File: config.mk
export PLATFORM = sky130hd
export DESIGN_NAME = muldiv_hilo
export DESIGN_NICKNAME = d
export VERILOG_FILES = /design/src/rtl/muldiv_pkg.sv /design/src/rtl/md_ctrl.sv /design/src/rtl/md_step.sv /design/src/rtl/md_hilo.sv /design/src/rtl/muldiv_hilo.sv
export SDC_FILE = /design/constraint.sdc
export NUM_CORES = 1
export LEC_CHECK = 0
export BUFFER_PORTS_ARGS = -buffer_cell sky130_fd_sc_hd__buf_4
export CAP_MARGIN = 20
export CORE_ASPECT_RATIO = 0.75
export CORE_MARGIN = 2
export CORE_UTILIZATION = 45
export DETAILED_ROUTE_END_ITERATION = 7
export SETUP_SLACK_MARGIN = 0.4
export SLEW_MARGIN = 10
export SYNTH_ARGS = -nofsm -noshare
export SYNTH_HDL_FRONTEND = slang
export SYNTH_SLANG_ARGS = --single-unit
File: constraint.sdc
create_clock -name clk -period 14.95 [get_ports clk]
set_input_delay 1.495 -clock clk [delete_from_list [all_inputs] [get_ports clk]]
set_output_delay 1.495 -clock clk [all_outputs]
set_load 0.02 [all_outputs]
File: src/rtl/muldiv_pkg.sv
package muldiv_pkg;
  typedef enum logic [1:0] {
    OP_MUL_S = 2'b00,
    OP_MUL_U = 2'b01,
    OP_DIV_S = 2'b10,
    OP_DIV_U = 2'b11
  } md_op_t;

  typedef enum logic [1:0] {
    ST_IDLE,
    ST_SETUP,
    ST_ITER,
    ST_FIX
  } md_state_t;

  function automatic logic op_is_div(input logic [1:0] code);
    return code[1];
  endfunction

  function automatic logic op_is_signed(input logic [1:0] code);
    return ~code[0];
  endfunction
endpackage

File: src/rtl/md_ctrl.sv
module md_ctrl import muldiv_pkg::*; #(
  parameter int W = 32
) (
  input  logic clk,
  input  logic rst_n,
  input  logic start,
  output logic busy,
  output logic accept,
  output logic load,
  output logic step_en,
  output logic finish
);
  localparam int CW = $clog2(W);
  localparam logic [CW-1:0] LAST = CW'(W - 1);

  md_state_t state;
  logic [CW-1:0] cnt;

  assign busy    = (state != ST_IDLE);
  assign accept  = start && !busy;
  assign load    = (state == ST_SETUP);
  assign step_en = (state == ST_ITER);
  assign finish  = (state == ST_FIX);

  always_ff @(posedge clk or negedge rst_n) begin
    if (!rst_n) begin
      state <= ST_IDLE;
      cnt   <= '0;
    end else begin
      case (state)
        ST_IDLE:  if (accept) state <= ST_SETUP;
        ST_SETUP: begin
          state <= ST_ITER;
          cnt   <= '0;
        end
        ST_ITER: begin
          cnt <= cnt + 1'b1;
          if (cnt == LAST) state <= ST_FIX;
        end
        default:  state <= ST_IDLE;
      endcase
    end
  end
endmodule

File: src/rtl/md_step.sv
module md_step #(
  parameter int W = 32
) (
  input  logic         is_div,
  input  logic [W-1:0] upper,
  input  logic [W-1:0] lower,
  input  logic [W-1:0] opnd,
  output logic         qbit,
  output logic [W-1:0] nxt_upper,
  output logic [W-1:0] nxt_lower
);
  localparam int AW = W + 2;

  logic [AW-1:0] lhs, rhs, sum;
  logic          cin;

  always_comb begin
    if (is_div) begin
      lhs = {1'b0, upper, lower[W-1]};
      rhs = {2'b11, ~opnd};
      cin = 1'b1;
    end else begin
      lhs = {2'b00, upper};
      rhs = lower[0] ? {2'b00, opnd} : '0;
      cin = 1'b0;
    end
    sum  = lhs + rhs + {{(AW-1){1'b0}}, cin};
    qbit = ~sum[AW-1];
    if (is_div) begin
      nxt_upper = qbit ? sum[W-1:0] : lhs[W-1:0];
      nxt_lower = {lower[W-2:0], qbit};
    end else begin
      nxt_upper = sum[W:1];
      nxt_lower = {sum[0], lower[W-1:1]};
    end
  end
endmodule

File: src/rtl/md_hilo.sv
module md_hilo #(
  parameter int W = 32
) (
  input  logic         clk,
  input  logic         rst_n,
  input  logic         busy,
  input  logic         finish,
  input  logic [W-1:0] res_hi,
  input  logic [W-1:0] res_lo,
  input  logic         wr_hi,
  input  logic         wr_lo,
  input  logic [W-1:0] wr_data,
  output logic [W-1:0] hi,
  output logic [W-1:0] lo
);
  always_ff @(posedge clk or negedge rst_n) begin
    if (!rst_n) begin
      hi <= '0;
      lo <= '0;
    end else if (finish) begin
      hi <= res_hi;
      lo <= res_lo;
    end else if (!busy) begin
      if (wr_hi) hi <= wr_data;
      if (wr_lo) lo <= wr_data;
    end
  end
endmodule

File: src/rtl/muldiv_hilo.sv
module muldiv_hilo import muldiv_pkg::*; #(
  parameter int W = 32
) (
  input  logic         clk,
  input  logic         rst_n,
  input  logic         start,
  input  logic [1:0]   op,
  input  logic [W-1:0] opa,
  input  logic [W-1:0] opb,
  input  logic         wr_hi,
  input  logic         wr_lo,
  input  logic [W-1:0] wr_data,
  output logic         busy,
  output logic         done,
  output logic [W-1:0] hi,
  output logic [W-1:0] lo
);
  function automatic logic [W-1:0] neg_w(input logic [W-1:0] x);
    return ~x + 1'b1;
  endfunction

  function automatic logic [2*W-1:0] neg_2w(input logic [2*W-1:0] x);
    return ~x + 1'b1;
  endfunction

  function automatic logic [W-1:0] magnitude(input logic [W-1:0] x, input logic sgn);
    return sgn ? neg_w(x) : x;
  endfunction

  // named internal events, used by the bound checker
  logic accept, load, step_en, finish, qbit;

  logic [1:0]   op_q;
  logic [W-1:0] a_q, b_q;
  logic [W-1:0] upper, lower, opnd;
  logic         flip_main, flip_rem;
  logic [W-1:0] nxt_upper, nxt_lower;
  logic [W-1:0] res_hi, res_lo;
  logic         sa, sb, is_div_q;
  logic [2*W-1:0] prod_fix;

  md_ctrl #(.W(W)) u_ctrl (
    .clk(clk), .rst_n(rst_n), .start(start), .busy(busy), .accept(accept),
    .load(load), .step_en(step_en), .finish(finish)
  );

  assign is_div_q = op_is_div(op_q);
  assign sa = op_is_signed(op_q) & a_q[W-1];
  assign sb = op_is_signed(op_q) & b_q[W-1];

  md_step #(.W(W)) u_step (
    .is_div(is_div_q), .upper(upper), .lower(lower), .opnd(opnd),
    .qbit(qbit), .nxt_upper(nxt_upper), .nxt_lower(nxt_lower)
  );

  always_ff @(posedge clk or negedge rst_n) begin
    if (!rst_n) begin
      op_q      <= '0;
      a_q       <= '0;
      b_q       <= '0;
      upper     <= '0;
      lower     <= '0;
      opnd      <= '0;
      flip_main <= 1'b0;
      flip_rem  <= 1'b0;
    end else if (accept) begin
      op_q <= op;
      a_q  <= opa;
      b_q  <= opb;
    end else if (load) begin
      upper <= '0;
      if (is_div_q) begin
        lower     <= magnitude(a_q, sa);
        opnd      <= magnitude(b_q, sb);
        flip_main <= (sa ^ sb) && (b_q != '0);
        flip_rem  <= sa;
      end else begin
        lower     <= magnitude(b_q, sb);
        opnd      <= magnitude(a_q, sa);
        flip_main <= sa ^ sb;
        flip_rem  <= 1'b0;
      end
    end else if (step_en) begin
      upper <= nxt_upper;
      lower <= nxt_lower;
    end
  end

  always_comb begin
    prod_fix = flip_main ? neg_2w({upper, lower}) : {upper, lower};
    if (is_div_q) begin
      res_hi = flip_rem  ? neg_w(upper) : upper;
      res_lo = flip_main ? neg_w(lower) : lower;
    end else begin
      res_hi = prod_fix[2*W-1:W];
      res_lo = prod_fix[W-1:0];
    end
  end

  md_hilo #(.W(W)) u_hilo (
    .clk(clk), .rst_n(rst_n), .busy(busy), .finish(finish),
    .res_hi(res_hi), .res_lo(res_lo), .wr_hi(wr_hi), .wr_lo(wr_lo),
    .wr_data(wr_data), .hi(hi), .lo(lo)
  );

  always_ff @(posedge clk or negedge rst_n) begin
    if (!rst_n) done <= 1'b0;
    else        done <= finish;
  end
endmodule

==> flow_summary.toml, run 1 <==
[run]
drv_cap = 0

[floorplan]
die_h_um = 169
coreArea_um2 = 35700
start_util_pct = 45.5
ioPinCount = 169
die_w_um = 223
die_area_um2 = 37700
num_rows = 60

[routing]
dr_wl_met2_um = 22400
drt-initial-drc-count = 1537
vias = 14996
routedWlPerCell_um = 22.4
routed_wirelength_um = 54400
wl_met1_um = 26400
highest_layer = "met4"
vias_per_cell = 6.17
drc = 0
dr.pass1.iters = 6
wl_met3_um = 4430
ant_nets = 0

[synth]
yosysSeqAreaShare_pct = 36.3
synth-edff-count = 0
yosysWarningCount = 0
ys_top_cells_by_area = "dfrtp_1, mux2_2, o21ai_0"
synth_ff_type = "dfrtp_1"
yosys.area.top_type = "dfrtp_1"
syn_nets = 2019
synth_seq_cells = 236
synth_area_per_cell_um2 = 8.68
synthDistinctLibCells = 73
yosysTopAreaCellShare_pct = 36.3
yosysMostFrequentCell = "dfrtp_1"
syn_area_um2 = 16300
synth_commonest_cells = "dfrtp_1, o21ai_0, nand2_1"
synthCells = 1872
synthArstFlopShare_pct = 100

[grt]
grt_max_degree = 106
grt_pass1_wl_um = 84200
grt-ovfl-total = 0
antenna_found_initial = 0
grt_pass1_vias = 13849
track_usage_pct = 28.7

[clocking]
root_buffer = "clkbuf_16"
ctsResizeCount = 0
clock_path_buffers = 3
clkTransAtPathRegs_ps = 60
clk_latency_ps = 550
h-tree-depth = 1
post_cts_buffers = 0
cts.sinks = 236
cts_tree = "done"
cts_made_buffers = 26
ctsHoldBuffers = 0

[critical_path]
critPathArrivalTime_ps = 6120
critPathRequiredTime_ps = 15370
rr_startpoint = "op_q[1]"
r2r_setup_slack_ps = 9250
worst-path-max-fanout = 90
critPathLaunchType = "register"
r2r-end = "upper[28]"
path_class = "reg -> reg"
rr_worst_depth = 12
crit_path_end_kind = "register"

[placement]
io_buffers = 168
hpwlAfterDp_um = 41000
gp_congestion = 0.949
dp_cells = 2384

[outcome]
outcome = "completed"

[timing]
fin_crit_sh_pct = 38.1
fin_crit_ps = 5700
max_slew_margin_pct = 30.3
worst_pin_slew_ps = 1040
clock_skew_ps = 16.4
finalSetupViolations = 0
max_freq_mhz = 175
setup_tns_ps = 0
finalHoldViolations = 0
rsz0062_at_grt = "no"
drv_slew = 0

[worst_hold_path]
min_from = "u_hilo.lo[11]"
hold_depth = 1
holdCritPathClass = "reg -> reg"
hold-path-endpoint = "u_hilo.lo[11]"

[cells_and_area]
antennaDiodeCount = 0
instances_no_fill = 2430
drive_above_1_share_pct = 18.6
utilization_pct = 52.1
final_nets = 2096
n_fill_cell = 3389
areaGrowthSynthToFinish_pct = 14.5
==> sequential cells by signal (all words and copies together) (netlist names), 2 cells and up <==
signal	count
a_q	32
u_hilo.lo	32
opnd	32
lower	32
u_hilo.hi	32
b_q	32
u_ctrl.cnt	5
u_ctrl.state	2
op_q	2
upper	32
==> stage by stage <==
step,worst slack (ps),area (um2),hold slack [ps]
after global routing,8860,18600,494
after global placement,9510,17800,461
final,9250,18600,475
after floorplan,10240,16300,478
after CTS,9370,18600,481
after detailed placement,9410,17800,468
==> area by class of cell <==
| type | instances | area [um2] | area share (%) |
|---|---|---|---|
| Clock buffer | 38 | 777 | 4.18 |
| Clock inverter | 6 | 60.1 | 0.323 |
| Inverter | 39 | 146 | 0.787 |
| Multi-Input combinational cell | 1461 | 9740 | 52.3 |
| Sequential cell | 236 | 5910 | 31.8 |
| Tap cell | 465 | 582 | 3.13 |
| Timing Repair Buffer | 185 | 1400 | 7.50 |
==> placed cells by master (no fill, tap or decap), drive strengths merged, types with 19 or more instances in the layout <==
| master | count |
|---|---|
| a211oi | 62 |
| nor4 | 24 |
| mux2i | 24 |
| nand2 | 185 |
| xor2 | 75 |
| o221ai | 32 |
| o21ai | 198 |
| nand2b | 19 |
| buf | 185 |
| dfrtp | 236 |
| a21o | 24 |
| mux2 | 117 |
| inv | 39 |
| xnor2 | 71 |
| nand3 | 20 |
| o31ai | 26 |
| clkbuf | 38 |
| or3 | 22 |
| nor3 | 37 |
| ha | 42 |
| nor2 | 156 |
| a21oi | 122 |
==> layer usage <==
layer / up-vias / track usage (%)
met3: 73 / 3.87
li1: 7002 / -
met5: - / 0
met2: 682 / 41.8
met1: 7239 / 45.1
met4: 0 / 5.88
==> worst max path at each step <==
stage	slack [ps]	endpoint	startpoint	depth (start not counted)
after CTS	9370	upper[28]	op_q[1]	12
after detailed placement	9410	upper[28]	op_q[1]	12
after global routing	8860	upper[28]	op_q[1]	12
after floorplan	10240	upper[28]	op_q[1]	15
after global placement	9510	upper[28]	op_q[1]	12
final	9250	upper[28]	op_q[1]	12
==> worst max-delay path: stages (launching register included) <==
cell      delay [ps]
dfrtp_4          730
buf_4            880
o21ai_0          330
fa_1             530
a211oi_1         360
o211ai_1         210
a21oi_1          330
o31ai_1          220
o31ai_4          200
buf_4            410
nand2_1          700
o221ai_1         470
o21ai_0          130
==> cell families after synthesis <==
| family | synth area share, % |
|---|---|
| mux | 9.72 |
| buf+inv | 4.06 |
| flops | 36.3 |
| fa+ha+maj | 3.48 |
| compound gates | 22.8 |
| simple gates | 15.7 |
| xor+xnor | 7.87 |
Power of run 1 is not shown: default switching activity piles up to over one toggle a cycle in this logic, so the estimate is an artifact.
==> run 2: changes to the inputs <==
--- a/config.mk
+++ b/config.mk
@@ -11,6 +11,7 @@
 export CORE_MARGIN = 2
 export CORE_UTILIZATION = 45
 export DETAILED_ROUTE_END_ITERATION = 7
+export PLACE_DENSITY = 0.66
 export SETUP_SLACK_MARGIN = 0.4
 export SLEW_MARGIN = 10
 export SYNTH_ARGS = -nofsm -noshare
==> constraint.sdc (replaced) <==
create_clock -name clk -period 5.2 [get_ports clk]
set_input_delay 0.52 -clock clk [delete_from_list [all_inputs] [get_ports clk]]
set_output_delay 0.52 -clock clk [all_outputs]
set_load 0.02 [all_outputs]
==> flow_summary.toml, run 2 (same netlist as run 1, synthesis figures left out) <==
[clocking]
clock_path_buffers = 3
h-tree-depth = 1
clk_latency_ps = 550
ctsResizeCount = 0
post_cts_buffers = 0
root_buffer = "clkbuf_16"
cts_made_buffers = 25
clkTransAtPathRegs_ps = 60
cts_tree = "done"
cts.sinks = 236
ctsHoldBuffers = 0

[floorplan]
coreArea_um2 = 35700
die_w_um = 223
num_rows = 60
start_util_pct = 45.5
die_area_um2 = 37700
ioPinCount = 169
die_h_um = 169

[cells_and_area]
areaGrowthSynthToFinish_pct = 15.0
drive_above_1_share_pct = 19.1
layout_commonest_cell = "dfrtp_1"
antennaDiodeCount = 0
final_nets = 2107
final_cell_mix = "dfrtp_1, o21ai_0, buf_4"

[routing]
wl_met1_um = 25500
routed_wirelength_um = 53700
highest_layer = "met4"
drc = 0
drt-initial-drc-count = 1724
dr.pass1.iters = 5
routedWlPerCell_um = 22.0
dr_wl_met2_um = 22000
vias_per_cell = 6.18
wl_met3_um = 4970
ant_nets = 0
vias = 15086

[grt]
antenna_found_initial = 0
grt-ovfl-total = 0
grt_max_degree = 108
grt_pass1_wl_um = 81900
grt_pass1_vias = 13826
track_usage_pct = 27.8

[timing]
fin_crit_ps = 4490
max_slew_margin_pct = 29.6
rsz0062_at_grt = "no"
finalHoldViolations = 7
drv_slew = 0
fin_crit_sh_pct = 86.4
finalSetupViolations = 0
whs_ps = -12.1
clock_skew_ps = 13.4
worst_pin_slew_ps = 1050
setup_tns_ps = 0
max_freq_mhz = 223

[placement]
hpwlAfterDp_um = 41000
gp_congestion = 0.932
io_buffers = 168

[worst_hold_path]
holdCritPathClass = "in -> async"

[outcome]
violations = "negative hold slack"
outcome = "finished with violations"

[critical_path]
worst-path-max-fanout = 24
crit_path_end_kind = "register"
critPathLaunchType = "register"
path_class = "reg -> reg"
critPathRequiredTime_ps = 5610
critPathArrivalTime_ps = 4900

[run]
drv_cap = 0
## run 2: cell count changes in the layout (fill, tap and decap cells not counted), sizes merged
cell,change
bufinv,+2
clkbuf,-4
buf,+12
clkinv,+2
## run 2: worst max-delay path, cell delays in order, from the launching register on
cell and delay, ps:
dfrtp_4 600, inv_2 330, o21ai_0 240, fa_1 470, fa_1 450, a211o_1 330, a2111oi_0 500, buf_4 220
nor4_1 110, o21a_1 240, o2111ai_1 290, a21oi_1 150, nor3_1 310, o21ai_0 130
## run 2: worst paths after layout
| kind | startpoint | end | slack (ps) | cells after the start |
|---|---|---|---|---|
| setup / recovery | op_q[1] | upper[28] | 710 | 13 |
| hold / removal | rst_n | u_hilo.hi[16] | -10 | 1 |
| max in group asynchronous | rst_n | b_q[0] | 3900 | 2 |
| min in group clk | opb[29] | b_q[29] | 200 | 2 |
| hold reg to reg | u_hilo.lo[11] | u_hilo.lo[11] | 480 | 1 |
| setup reg to reg | op_q[1] | upper[28] | 710 | 13 |
## run 2: area by class of cell
| class | instances | area, um2 |
|---|---|---|
| clock buffer | 34 | 699 |
| clock inverter | 10 | 130 |
| fill | 3341 | 17000 |
| inverter | 39 | 146 |
| multi-input combinational | 1461 | 9740 |
| sequential | 236 | 5910 |
| tap | 465 | 582 |
| timing repair buffer | 197 | 1490 |
## run 2: per-stage QoR
stage          hold slack (ps)  util (%)  instances  area, um2  setup slack [ps]
5_1_grt                   82.9      52.3       2442      18700               518
3_5_place_dp               467      50.0       2398      17900               837
2_1_floorplan              224         -       1872      16300               488
6_report                 -12.1      52.3       2442      18700               708
3_3_place_gp               464      50.0       2398      17900               865
4_1_cts                   61.5      52.3       2442      18700               819
## run 2: routing by layer
layer	track usage [%]	up-vias
met5	0	-
met4	6.12	0
met3	4.96	62
met2	40.1	740
met1	43.2	7258
li1	-	7026
Power of run 2 is left out for the same reason.
==> run 3: changes to the inputs <==
--- a/config.mk
+++ b/config.mk
@@ -9,9 +9,9 @@
 export CAP_MARGIN = 20
 export CORE_ASPECT_RATIO = 0.75
 export CORE_MARGIN = 2
-export CORE_UTILIZATION = 45
+export CORE_UTILIZATION = 50
 export DETAILED_ROUTE_END_ITERATION = 7
-export PLACE_DENSITY = 0.66
+export PLACE_DENSITY = 0.72
 export SETUP_SLACK_MARGIN = 0.4
 export SLEW_MARGIN = 10
 export SYNTH_ARGS = -nofsm -noshare
==> flow_summary.toml, run 3 (same netlist as run 1, synthesis figures left out) <==
[floorplan]
die_h_um = 160
die_area_um2 = 34000
coreArea_um2 = 32200
ioPinCount = 169
start_util_pct = 50.5
die_w_um = 212
num_rows = 57

[run]
drv_cap = 0

[placement]
io_buffers = 168
dp_slack_ps = 606
gp_congestion = 0.943
hpwlAfterDp_um = 38500

[routing]
drt-initial-drc-count = 1788
routedWlPerCell_um = 21.1
drc = 0
vias = 15002
vias_per_cell = 6.21
dr.pass1.iters = 5
routed_wirelength_um = 51100
ant_nets = 0

[outcome]
violations = "negative hold slack"
outcome = "finished with violations"

[critical_path]
path_class = "reg -> reg"
critPathArrivalTime_ps = 4880
crit_path_end_kind = "register"
critPathLaunchType = "register"
critPathRequiredTime_ps = 5630
rr_startpoint = "op_q[1]"
cp_slowest_cell = "dfrtp_4"
worst-path-max-fanout = 41
cp_cell_sequence = "inv_2 > buf_4 > o21ai_0 > ha_1 > nand4_1 > nor4_1 > a21oi_1 > o31ai_2 > o31ai_4 > buf_4 > nand3_1 > o21ai_0 > a221o_1"
crit_path_start = "op_q[1]"
max_stage_delay_ps = 580

[cells_and_area]
areaGrowthSynthToFinish_pct = 15.1
n_fill_cell = 2804
antennaDiodeCount = 0
final_nets = 2103
final_cell_mix = "dfrtp_1, o21ai_0, buf_4"
seq_area_um2 = 5910
layout_commonest_cell = "dfrtp_1"
drive_above_1_share_pct = 19.0
multi_input_area_um2 = 9740

[timing]
clock_skew_ps = 11.1
whs_ps = -28.2
worst_pin_slew_ps = 858
finalSetupViolations = 0
finalHoldViolations = 4
fin_crit_ps = 4440
drv_slew = 0
rsz0062_at_grt = "no"
max_slew_margin_pct = 42.8
max_freq_mhz = 225
worst_slack_ps = 758
setup_tns_ps = 0
fin_crit_sh_pct = 85.4

[clocking]
root_buffer = "clkbuf_16"
cts.sinks = 236
h-tree-depth = 1
cts_made_buffers = 26
clkTransAtPathRegs_ps = 60
clock_path_buffers = 3
clk_latency_ps = 550
cts_tree = "done"
post_cts_buffers = 0

[grt]
grt_pass1_wl_um = 78700
antenna_found_initial = 0
grt_max_degree = 108
grt-ovfl-total = 0
grt_pass1_vias = 13767
track_usage_pct = 29.5

[worst_hold_path]
holdCritPathClass = "in -> async"
-- run 3: final cells by class --
type / count / share of cell area, %
sequential: 236 / 31.6
tap: 442 / 2.96
timing repair buffer: 192 / 7.83
clock inverter: 10 / 0.762
multi-input combinational: 1461 / 52.1
inverter: 39 / 0.783
clock buffer: 36 / 4.01
-- run 3: what timing repair did --
| action | CTS | global route |
|---|---|---|
| hold buffers | 0 | 0 |
| gates resized for setup | 0 | 2 |
| endpoints found under the setup margin | 0 | 7 |
-- run 3: per-layer routing --
metal / GRT usage [%] / vias up / wire length [um]
li1: - / 7025 / -
met1: 44.3 / 7206 / 23500
met2: 43.1 / 704 / 21600
met3: 5.96 / 67 / 4750
met4: 7.49 / 0 / 1190
met5: 0 / - / 0
-- run 3: worst paths after layout --
check	endpoint	slack (ps)	cells after the start
max	upper[3]	760	13
min	u_hilo.lo[16]	-30	1
max reg2reg	upper[3]	760	13
min reg2reg	u_hilo.lo[3]	480	1
max in group asynchronous	op_q[1]	4060	2
min in group clk	b_q[1]	190	2
-- run 3: metrics by stage --
stage / cell area (um2) / hold WS [ps] / std cells / utilization [%]
5_1_grt: 18700 / 80.9 / 2416 / 58.2
3_3_place_gp: 17800 / 461 / 2368 / 55.3
3_5_place_dp: 17800 / 469 / 2368 / 55.3
6_report: 18700 / -28.2 / 2416 / 58.2
2_1_floorplan: 16300 / 224 / 1872 / -
4_1_cts: 18700 / 47.1 / 2414 / 58.1
-- run 3: critical path: cells and delay by family (launching register included) --
family / cells / cell delay [ps]
compound gates: 6 / 1450
fa+ha+maj: 1 / 460
buf+inv: 3 / 1010
flops: 1 / 580
simple gates: 3 / 790
Power of run 3 is left out for the same reason.
